[config.mk]
export PLATFORM = sky130hd
export DESIGN_NAME = exc_escalator
export DESIGN_NICKNAME = d
export VERILOG_FILES = /design/src/rtl/exc_pkg.sv /design/src/rtl/exc_prio.sv /design/src/rtl/exc_escalate.sv /design/src/rtl/exc_escalator.sv
export SDC_FILE = /design/constraint.sdc
export NUM_CORES = 1
export LEC_CHECK = 0
export ABC_AREA = 1
export BUFFER_PORTS_ARGS = -buffer_cell sky130_fd_sc_hd__buf_2
export CELL_PAD_IN_SITES_DETAIL_PLACEMENT = 1
export CELL_PAD_IN_SITES_GLOBAL_PLACEMENT = 1
export CORE_AREA = 2 2 47 82
export CTS_CLUSTER_DIAMETER = 30
export DETAILED_ROUTE_END_ITERATION = 10
export DIE_AREA = 0 0 49 84
export GPL_TIMING_DRIVEN = 0
export PLACE_DENSITY_LB_ADDON = 0.2
export SYNTH_ARGS = -nofsm -noshare
export SYNTH_HDL_FRONTEND = slang
export SYNTH_SLANG_ARGS = --single-unit
[constraint.sdc]
create_clock -name clk -period 2.2 [get_ports clk]
set_input_delay 0.33 -clock clk [delete_from_list [all_inputs] [get_ports clk]]
set_output_delay 0.33 -clock clk [all_outputs]
set_load 0.01 [all_outputs]
[src/rtl/exc_pkg.sv]
package exc_pkg;

   typedef enum logic [1:0] {
      CLS_FAULT = 2'd0,
      CLS_TRAP  = 2'd1,
      CLS_ABORT = 2'd2
   } exc_class_e;

   typedef enum logic [1:0] {
      ESC_IDLE   = 2'd0,
      ESC_INVOKE = 2'd1,
      ESC_DOUBLE = 2'd2,
      ESC_DOWN   = 2'd3
   } esc_level_e;

   localparam int NCAUSE  = 11;
   localparam int C_DIVZ  = 0;
   localparam int C_BRKPT = 1;
   localparam int C_OVCHK = 2;
   localparam int C_BOUND = 3;
   localparam int C_INVOP = 4;
   localparam int C_BADTS = 5;
   localparam int C_SEGNP = 6;
   localparam int C_STKNP = 7;
   localparam int C_GPROT = 8;
   localparam int C_PAGEF = 9;
   localparam int C_SWINT = 10;

   localparam int DF_VECTOR = 8;

   function automatic int fixed_vector(input int idx);
      case (idx)
         C_DIVZ:  return 0;
         C_BRKPT: return 3;
         C_OVCHK: return 4;
         C_BOUND: return 5;
         C_INVOP: return 6;
         C_BADTS: return 10;
         C_SEGNP: return 11;
         C_STKNP: return 12;
         C_GPROT: return 13;
         C_PAGEF: return 14;
         default: return 0;
      endcase
   endfunction

   function automatic exc_class_e fixed_class(input int idx);
      if (idx == C_BRKPT || idx == C_OVCHK || idx == C_SWINT) return CLS_TRAP;
      return CLS_FAULT;
   endfunction

   function automatic bit dropped_in_real(input int idx);
      return (idx == C_BADTS) || (idx == C_SEGNP) || (idx == C_PAGEF);
   endfunction

endpackage

[src/rtl/exc_prio.sv]
module exc_prio
   import exc_pkg::*;
#(
   parameter int VEC_W = 8
) (
   input  logic [NCAUSE-1:0] cause,
   input  logic [VEC_W-1:0]  imm,
   input  logic              ovf,
   input  logic              real_mode,
   output logic              hit,
   output logic [VEC_W-1:0]  vec,
   output exc_class_e        cls
);

   logic [NCAUSE-1:0]            live;
   logic [NCAUSE-1:0][VEC_W-1:0] cand_vec;
   exc_class_e [NCAUSE-1:0]      cand_cls;

   for (genvar i = 0; i < NCAUSE; i++) begin : g_cause
      if (i == C_SWINT) begin : g_soft
         assign live[i]     = cause[i];
         assign cand_vec[i] = imm;
         assign cand_cls[i] = CLS_TRAP;
      end else if (i == C_OVCHK) begin : g_cond
         assign live[i]     = cause[i] & ovf;
         assign cand_vec[i] = VEC_W'(fixed_vector(i));
         assign cand_cls[i] = fixed_class(i);
      end else if (dropped_in_real(i)) begin : g_prot
         assign live[i]     = cause[i] & ~real_mode;
         assign cand_vec[i] = VEC_W'(fixed_vector(i));
         assign cand_cls[i] = fixed_class(i);
      end else begin : g_plain
         assign live[i]     = cause[i];
         assign cand_vec[i] = VEC_W'(fixed_vector(i));
         assign cand_cls[i] = fixed_class(i);
      end
   end

   // lowest vector wins; the immediate sits at the top index so a tie loses
   always_comb begin
      hit = 1'b0;
      vec = '0;
      cls = CLS_FAULT;
      for (int i = 0; i < NCAUSE; i++) begin
         if (live[i] && (!hit || cand_vec[i] < vec)) begin
            hit = 1'b1;
            vec = cand_vec[i];
            cls = cand_cls[i];
         end
      end
   end

   always_comb begin
      if (real_mode && !cause[C_SWINT] && !cause[C_OVCHK])
         a_r7_real_drop: assert (!(hit && (vec == VEC_W'(10) || vec == VEC_W'(11) || vec == VEC_W'(14))))
            else $error("dropped cause delivered in real mode");
   end

endmodule

[src/rtl/exc_escalate.sv]
module exc_escalate
   import exc_pkg::*;
#(
   parameter int VEC_W = 8
) (
   input  logic             clk,
   input  logic             rst_n,
   input  logic             hit,
   input  logic [VEC_W-1:0] cand_vec,
   input  exc_class_e       cand_cls,
   input  logic             done,
   output logic             dlv,
   output logic [VEC_W-1:0] dlv_vec,
   output exc_class_e       dlv_cls,
   output logic             go_down,
   output esc_level_e       level
);

   esc_level_e eff, nxt;

   // a done strobe is applied before the request of the same cycle
   always_comb begin
      eff = level;
      if (done && level != ESC_DOWN) eff = ESC_IDLE;
   end

   always_comb begin
      nxt     = eff;
      dlv     = 1'b0;
      dlv_vec = cand_vec;
      dlv_cls = cand_cls;
      go_down = 1'b0;
      if (hit) begin
         case (eff)
            ESC_IDLE: begin
               dlv = 1'b1;
               nxt = ESC_INVOKE;
            end
            ESC_INVOKE: begin
               dlv = 1'b1;
               if (cand_cls == CLS_FAULT) begin
                  dlv_vec = VEC_W'(DF_VECTOR);
                  dlv_cls = CLS_ABORT;
                  nxt     = ESC_DOUBLE;
               end
            end
            ESC_DOUBLE: begin
               go_down = 1'b1;
               nxt     = ESC_DOWN;
            end
            default: nxt = ESC_DOWN;
         endcase
      end
   end

   always_ff @(posedge clk) begin
      if (!rst_n) level <= ESC_IDLE;
      else        level <= nxt;
   end

   a_r12_down_sticky: assert property (@(posedge clk) disable iff (!rst_n)
      level == ESC_DOWN |=> level == ESC_DOWN)
      else $error("shutdown level left without reset");

   a_r11_done_clears: assert property (@(posedge clk) disable iff (!rst_n)
      (done && !hit && level != ESC_DOWN) |=> level == ESC_IDLE)
      else $error("done strobe did not return to normal");

endmodule

[src/rtl/exc_escalator.sv]
module exc_escalator
   import exc_pkg::*;
#(
   parameter int VEC_W = 8
) (
   input  logic              clk,
   input  logic              rst_n,
   input  logic [NCAUSE-1:0] cause_i,
   input  logic [VEC_W-1:0]  swint_imm_i,
   input  logic              ovf_i,
   input  logic              real_mode_i,
   input  logic              invoke_done_i,
   output logic              exc_valid_o,
   output logic [VEC_W-1:0]  exc_vector_o,
   output logic [1:0]        exc_class_o,
   output logic              ret_next_o,
   output logic              shutdown_o,
   output logic              shutdown_req_o
);

   initial begin
      a_vec_w_ok: assert (VEC_W >= 4) else $error("VEC_W too narrow for fixed vectors");
   end

   logic             p_hit;
   logic [VEC_W-1:0] p_vec;
   exc_class_e       p_cls;
   logic             d_dlv, d_down;
   logic [VEC_W-1:0] d_vec;
   exc_class_e       d_cls;
   esc_level_e       lvl;

   exc_prio #(.VEC_W(VEC_W)) u_prio (
      .cause     (cause_i),
      .imm       (swint_imm_i),
      .ovf       (ovf_i),
      .real_mode (real_mode_i),
      .hit       (p_hit),
      .vec       (p_vec),
      .cls       (p_cls)
   );

   exc_escalate #(.VEC_W(VEC_W)) u_esc (
      .clk      (clk),
      .rst_n    (rst_n),
      .hit      (p_hit),
      .cand_vec (p_vec),
      .cand_cls (p_cls),
      .done     (invoke_done_i),
      .dlv      (d_dlv),
      .dlv_vec  (d_vec),
      .dlv_cls  (d_cls),
      .go_down  (d_down),
      .level    (lvl)
   );

   always_ff @(posedge clk) begin
      if (!rst_n) begin
         exc_valid_o    <= 1'b0;
         exc_vector_o   <= '0;
         exc_class_o    <= 2'd0;
         ret_next_o     <= 1'b0;
         shutdown_o     <= 1'b0;
         shutdown_req_o <= 1'b0;
      end else begin
         exc_valid_o    <= d_dlv;
         shutdown_req_o <= d_down;
         if (d_down) shutdown_o <= 1'b1;
         if (d_dlv) begin
            exc_vector_o <= d_vec;
            exc_class_o  <= d_cls;
            ret_next_o   <= (d_cls == CLS_TRAP);
         end
      end
   end

   a_r10_req_pulse: assert property (@(posedge clk) disable iff (!rst_n)
      shutdown_req_o |=> !shutdown_req_o)
      else $error("shutdown request longer than one cycle");

   a_r10_quiet_down: assert property (@(posedge clk) disable iff (!rst_n)
      shutdown_o |-> !exc_valid_o)
      else $error("delivery while in shutdown");

   a_r12_hold: assert property (@(posedge clk) disable iff (!rst_n)
      shutdown_o |=> shutdown_o)
      else $error("shutdown output dropped");

   a_r9_abort_is_df: assert property (@(posedge clk) disable iff (!rst_n)
      (exc_valid_o && exc_class_o == 2'd2) |-> exc_vector_o == VEC_W'(DF_VECTOR))
      else $error("abort with wrong vector");

   a_r10_req_with_level: assert property (@(posedge clk) disable iff (!rst_n)
      shutdown_req_o |-> shutdown_o && lvl == ESC_DOWN)
      else $error("shutdown request without shutdown state");

endmodule

* After elaboration in Yosys (flattened, before gate mapping)
Index checks and enable logic that the tools add are counted.
Storage, ports and cells: bits in registers 16, input bits 24, output and inout bits 14, logic and storage cells 103
Operators by class: magnitude comparators 9, eq/ne operators 4, multiplexer cells 45, bitwise operators 5, reductions and logical operators 33
Operators by type and width (number):
- 8-bit 2-to-1 mux | 12
- 4-bit by 8-bit < comparator with 1-bit output (first input constant) | 5
- 2-bit 2-to-1 mux | 16
- 3-bit by 8-bit < comparator with 1-bit output (first input constant) | 3
- 1-bit 2-to-1 mux | 16
- 1-bit logical AND | 11
- 1-bit zero test | 10
- 1-bit logical OR | 9
- 8-bit < comparator | 1
- 1-bit AND | 4
- 2-bit by 1-bit equality test with 1-bit output (second input constant) | 2
- 2-bit zero test | 2
- 2-bit case mux with 2 select lines | 1
- 2-bit equality test (second input constant) | 1
- 2-bit != test (second input constant) | 1
- 2-bit OR reduction | 1
- 1-bit inverter | 1

* Depth between registers and ports, before layout
depth in word-level cells 45, mapped depth 20, depth with buffers taken out 20

* Hierarchy
From an unflattened synthesis, not the netlist that was laid out.
Unflattened totals: cells, all modules 183, area, all modules 1131.1 sq um
Modules (own cells, without submodules):
- exc_escalator | instances 1, cells each 59, area an instance 483.0 sq um, seq. area each 280.3 sq um
- exc_prio | instances 1, cells each 85, area an instance 434.2 sq um, seq. area each 0.0 sq um
- exc_escalate | instances 1, cells each 39, area an instance 214.0 sq um, seq. area each 40.0 sq um

* Worst setup path after synthesis
OpenSTA, ideal clock, no wires.
path type input-to-reg, start point input cause_i[4], end point register exc_vector_o[3], library setup time 0.117 ns, arrival 2.176 ns, data required time 2.083 ns, slack -0.093 ns, stages 16, path buffers 0, cell sequence nor2_1 nand3_2 nor3_2 o31ai_1 nand2_1 inv_1 ha_1 a211o_1 nor4_1 nand2_1 nand2_1 nand2_2 nand3_4 nand2_1 nand2_1 o21ai_1
Between the ends: cells in the longest elaborated chain, start to end 30, elaborated cells between the ends (all ways) 51, those cells by class order compare (6); mux (25); reduce/logical (20)
Ends and longest elaborated chain:
- from (decl) | line exc_escalator.sv:8 | input logic [NCAUSE-1:0] cause_i,
- 1-bit logical AND (*) | line exc_prio.sv:45 | if (live[i] && (!hit || cand_vec[i] < vec)) begin
- 8-bit 2-to-1 mux or 1-bit 2-to-1 mux (tied branches) | line exc_prio.sv:45
- 4-bit by 8-bit < comparator with 1-bit output or 1-bit zero test (tied branches) | line exc_prio.sv:45
- 1-bit logical OR | line exc_prio.sv:45
- 1-bit logical AND | line exc_prio.sv:45
- 8-bit 2-to-1 mux or 1-bit 2-to-1 mux (tied branches) | line exc_prio.sv:45
- 4-bit by 8-bit < comparator with 1-bit output or 1-bit zero test (tied branches) | line exc_prio.sv:45
- 1-bit logical OR | line exc_prio.sv:45
- [14 not listed]
- 8-bit < comparator or 1-bit zero test (tied branches) | line exc_prio.sv:45
- 1-bit logical OR | line exc_prio.sv:45
- 1-bit logical AND | line exc_prio.sv:45
- 2-bit 2-to-1 mux | line exc_prio.sv:45
- 2-bit zero test | line exc_escalate.sv:41 | if (cand_cls == CLS_FAULT) begin
- 8-bit 2-to-1 mux | line exc_escalate.sv:41
- 8-bit 2-to-1 mux | line exc_escalate.sv:34 | case (eff)
- 8-bit 2-to-1 mux | line exc_escalate.sv:33 | if (hit) begin
- to (signal assigned) | line exc_escalator.sv:70 | exc_vector_o <= d_vec;
- to (decl) | line exc_escalator.sv:14 | output logic [VEC_W-1:0] exc_vector_o,
Mark *: on every way between the ends. The rest lies on a longest branch, timed or not. A chain may end at the register's enable or synchronous reset.

* Final worst setup path
start point input cause_i[1], end point register exc_vector_o[2]
Between the ends: cells in the longest elaborated chain, start to end 42, elaborated cells between the ends (all ways) 72, those cells by class order compare (9); mux (34); reduce/logical (29)
Ends and longest elaborated chain (line):
- 1-bit logical AND (*) | exc_prio.sv:45
- 2-bit 2-to-1 mux or 1-bit 2-to-1 mux (tied branches) | exc_prio.sv:45
- 3-bit by 8-bit < comparator with 1-bit output or 1-bit zero test (tied branches) | exc_prio.sv:45
- 1-bit logical OR | exc_prio.sv:45
- 1-bit logical AND | exc_prio.sv:45
- 8-bit 2-to-1 mux or 1-bit 2-to-1 mux (tied branches) | exc_prio.sv:45
- 3-bit by 8-bit < comparator with 1-bit output or 1-bit zero test (tied branches) | exc_prio.sv:45
- 1-bit logical OR | exc_prio.sv:45
- [26 not listed]
- 8-bit < comparator or 1-bit zero test (tied branches) | exc_prio.sv:45
- 1-bit logical OR | exc_prio.sv:45
- 1-bit logical AND | exc_prio.sv:45
- 2-bit 2-to-1 mux | exc_prio.sv:45
- 2-bit zero test | exc_escalate.sv:41
- 8-bit 2-to-1 mux | exc_escalate.sv:41
- 8-bit 2-to-1 mux | exc_escalate.sv:34
- 8-bit 2-to-1 mux | exc_escalate.sv:33
Marks and branches as above.

==> results.ini <==
[status]
status = finished with violations
violations = setup timing

[clocking]
clk_pin_slew_ns = 0.06
cts_tree = done
clockRootBuffer = clkbuf_8
cts_made_buffers = 3
clockBufferDepth = 2
holdBufCountCts = 0
cts_sinks = 15
ctsHtreeMaxLevel = 1
clock_latency_ns = 0.25

[layout]
antenna_cells = 0
fillers = 479
utilization = 0.4504
drive_gt1_frac = 0.5124
fin_area_sq_um = 1585
fin_nets = 229
areaGrowthSynthToFinish_pct = 64.76

[floorplan]
die_y_um = 84
core_area_sq_um = 3520
io_pins = 38
design.die.area_sq_um = 4116
fp.dieW_um = 49
std_cell_rows = 29
start_util = 0.2734

[placement]
portBuffers = 36
gp_congestion = 0.7442
dpl.hpwl_mm = 2.394
dpl_cell_area_sq_um = 1212

[global_routing]
grt_pass1_wl_mm = 4.823
grtUsageTotal = 0.1522
antenna_found_initial = 0
grt_max_degree = 11
grt_overflow = 0
grt_pass1_vias = 1178

[synth]
synth_xor_xnor_area_share = 0
synthesis.nets = 166
netlist_area_sq_um = 962.2
synth_seq_cells = 15
synth_cells = 139
syn_avg_cell_area_sq_um = 6.922
synth_fa_ha_area_frac = 0.03901
synth_top_family_by_area = simple AND/OR/NAND/NOR gates
yosysWarnings = 0
muxShareOfSynthArea = 0
yosys.area_share.simple = 0.4005
ys_seq_area_frac = 0.3121
synth_compound_area_frac = 0.1313
synth_cell_types = 28

[pwr]
p_leak_nw = 0.8229
pwr_density_cell_nw_per_um2 = 460.4
max-vdd-ir-drop_v = 0.0001847
total_power_w = 0.0007298

[routing]
ant_nets = 0
wirelength_mm = 3.089
first_pass_iters = 4
via_per_inst = 4.599
drc = 0
avgRoutedWirePerCell_um = 12.51
dr.first_iter.drc_count = 13
vias = 1136

[critical_path]
critPathRequiredTime_ns = 2.34
r2r_setup_slack_ns = 0.49
startpoint_type = input port
r2r_start = u_esc.level[0]
setup.worst_path.class = in -> reg
worstPathArrival_ns = 2.46
reg2reg_to = exc_vector_o[1]
end_kind = flop
reg2regPathDepth = 7
cp_max_fo = 6

[sta]
finalSetupViolations = 12
rsz0062_at_grt = true
finalClockSkew_ns = 0.001346
relSlewSlack = 0.5046
drv_slew = 0
worst_slew_pin_slew_ns = 0.7354
fin_hold_ws_ns = 0.3467
hold_viol = 0
period_needed_ns = 2.320
max_freq_mhz = 431.1
post-route-period-util = 1.054
layout_setup_ws_ns = -0.1198

[flow_run]
cap_viol_max_count = 0

[hold_path]
worst_hold_path_type = in -> reg
hold_end = exc_vector_o[6]
worstHoldStart = swint_imm_i[6]
holdPathStages = 3

==> layer usage <==
layer  GRT usage  up-vias  share of wire
met5           0        -              0
met4     0.07013        0          0.020
met3     0.02330        5          0.030
met2      0.3387       27           0.63
met1      0.1134      537           0.32
li1            -      567              -
==> registers in the layout, summed over array words and instances (netlist names) <==
signal	flops
exc_class_o	1
exc_valid_o	1
exc_vector_o	8
ret_next_o	1
shutdown_o	1
shutdown_req_o	1
u_esc.level	2
==> Yosys cell counts <==
cell type,instances,area share
nand2_1,40,0.16
inv_1,21,0.082
dfxtp_1,15,0.31
a21oi_1,9,0.047
nand3_1,7,0.036
nor2_1,7,0.027
o21ai_0,6,0.031
nand3_2,4,0.042
ha_1,3,0.039
inv_2,3,0.012
nand4_1,3,0.020
o21ai_1,3,0.016
nor2_4,2,0.023
nor3_2,2,0.021
a211o_1,1,0.0091
buf_4,1,0.0078
buf_6,1,0.012
clkbuf_1,1,0.0039
nand2_2,1,0.0065
nand2_8,1,0.021
nand3_4,1,0.018
nand3b_1,1,0.0078
nor4_1,1,0.0065
o211ai_2,1,0.013
o21a_1,1,0.0078
o31ai_1,1,0.0078
or2_2,1,0.0065
or2_4,1,0.0091
==> logic make-up (layout without fill, tap and decap cells) <==
family,Yosys count,count (layout)
buffers and inverters,27,89
AO/OA/AOI/OAI,22,22
AND/OR/NAND/NOR,72,72
adder cells (fa/ha/maj),3,3
flip-flops,15,15
==> worst max-delay path: stages <==
cell and delay (ns):
buf_6 0.10, nor2_4 0.14, nand3_4 0.09, nor3_4 0.17, buf_6 0.13, nand2_4 0.04
buf_6 0.10, buf_4 0.11, buf_4 0.12, nor3_2 0.16, inv_1 0.08, or2_4 0.28
nand2_8 0.10, inv_6 0.05, buf_12 0.12, clkbuf_4 0.17, nand3_2 0.09, a21oi_2 0.05
==> metrics by stage <==
step / setup TNS, ns / instances / setup WS, ns
after detailed placement: -6.323 / 221 / -0.5677
after floorplan: -0.02232 / 139 / -0.02232
final: -0.8366 / 247 / -0.1198
after global placement: -4.980 / 221 / -0.4629
after CTS: -0.8055 / 235 / -0.1257
after global routing: -2.717 / 247 / -0.2733
==> what timing repair did <==
action | 4_1_cts | 5_1_grt
pin swaps | 11 | 11
gates resized for setup | 17 | 26
setup buffers | 10 | 13
endpoints found under the setup margin | 12 | 12
==> worst max-delay path by stage <==
stage,start,end,slack [ns]
after detailed placement,cause_i[1],exc_vector_o[3],-0.57
after global placement,cause_i[1],exc_vector_o[3],-0.46
after CTS,cause_i[1],exc_vector_o[3],-0.13
after floorplan,cause_i[1],exc_vector_o[3],-0.02
final,cause_i[1],exc_vector_o[2],-0.12
after global routing,cause_i[1],exc_vector_o[3],-0.27
==> cells in the final DEF (no fill, tap or decap), types with 4 or more instances in the layout <==
| cell type | instances |
|---|---|
| nor2_4 | 4 |
| dfxtp_1 | 15 |
| nand3_1 | 6 |
| a21oi_2 | 5 |
| nand2_2 | 5 |
| o21ai_0 | 5 |
| nand2_1 | 32 |
| a21oi_1 | 4 |
| buf_6 | 7 |
| buf_4 | 19 |
| nand3_2 | 4 |
| inv_1 | 19 |
| buf_2 | 32 |
| nand2_4 | 4 |
| nor2_1 | 4 |
==> cell type report <==
class | instances | area [sq um] | share of cell area
plain buffers | 3 | 31.28 | 0.01973
flip-flops and latches | 15 | 300.3 | 0.1894
inverters | 24 | 97.59 | 0.06156
repair buffers | 58 | 381.6 | 0.2407
clock buffers | 4 | 45.04 | 0.02841
well taps | 46 | 57.56 | 0.03631
multi-input cells | 97 | 671.9 | 0.4238
==> where the power goes <==
group	internal [W]	switching, W	total [W]
logic	0.0000934	0.000112	0.000205
clock network	0.000129	0.000100	0.000229
registers	0.000288	0.00000774	0.000296
total	0.000510	0.000220	0.000730
(Power assumes the default switching activity.)
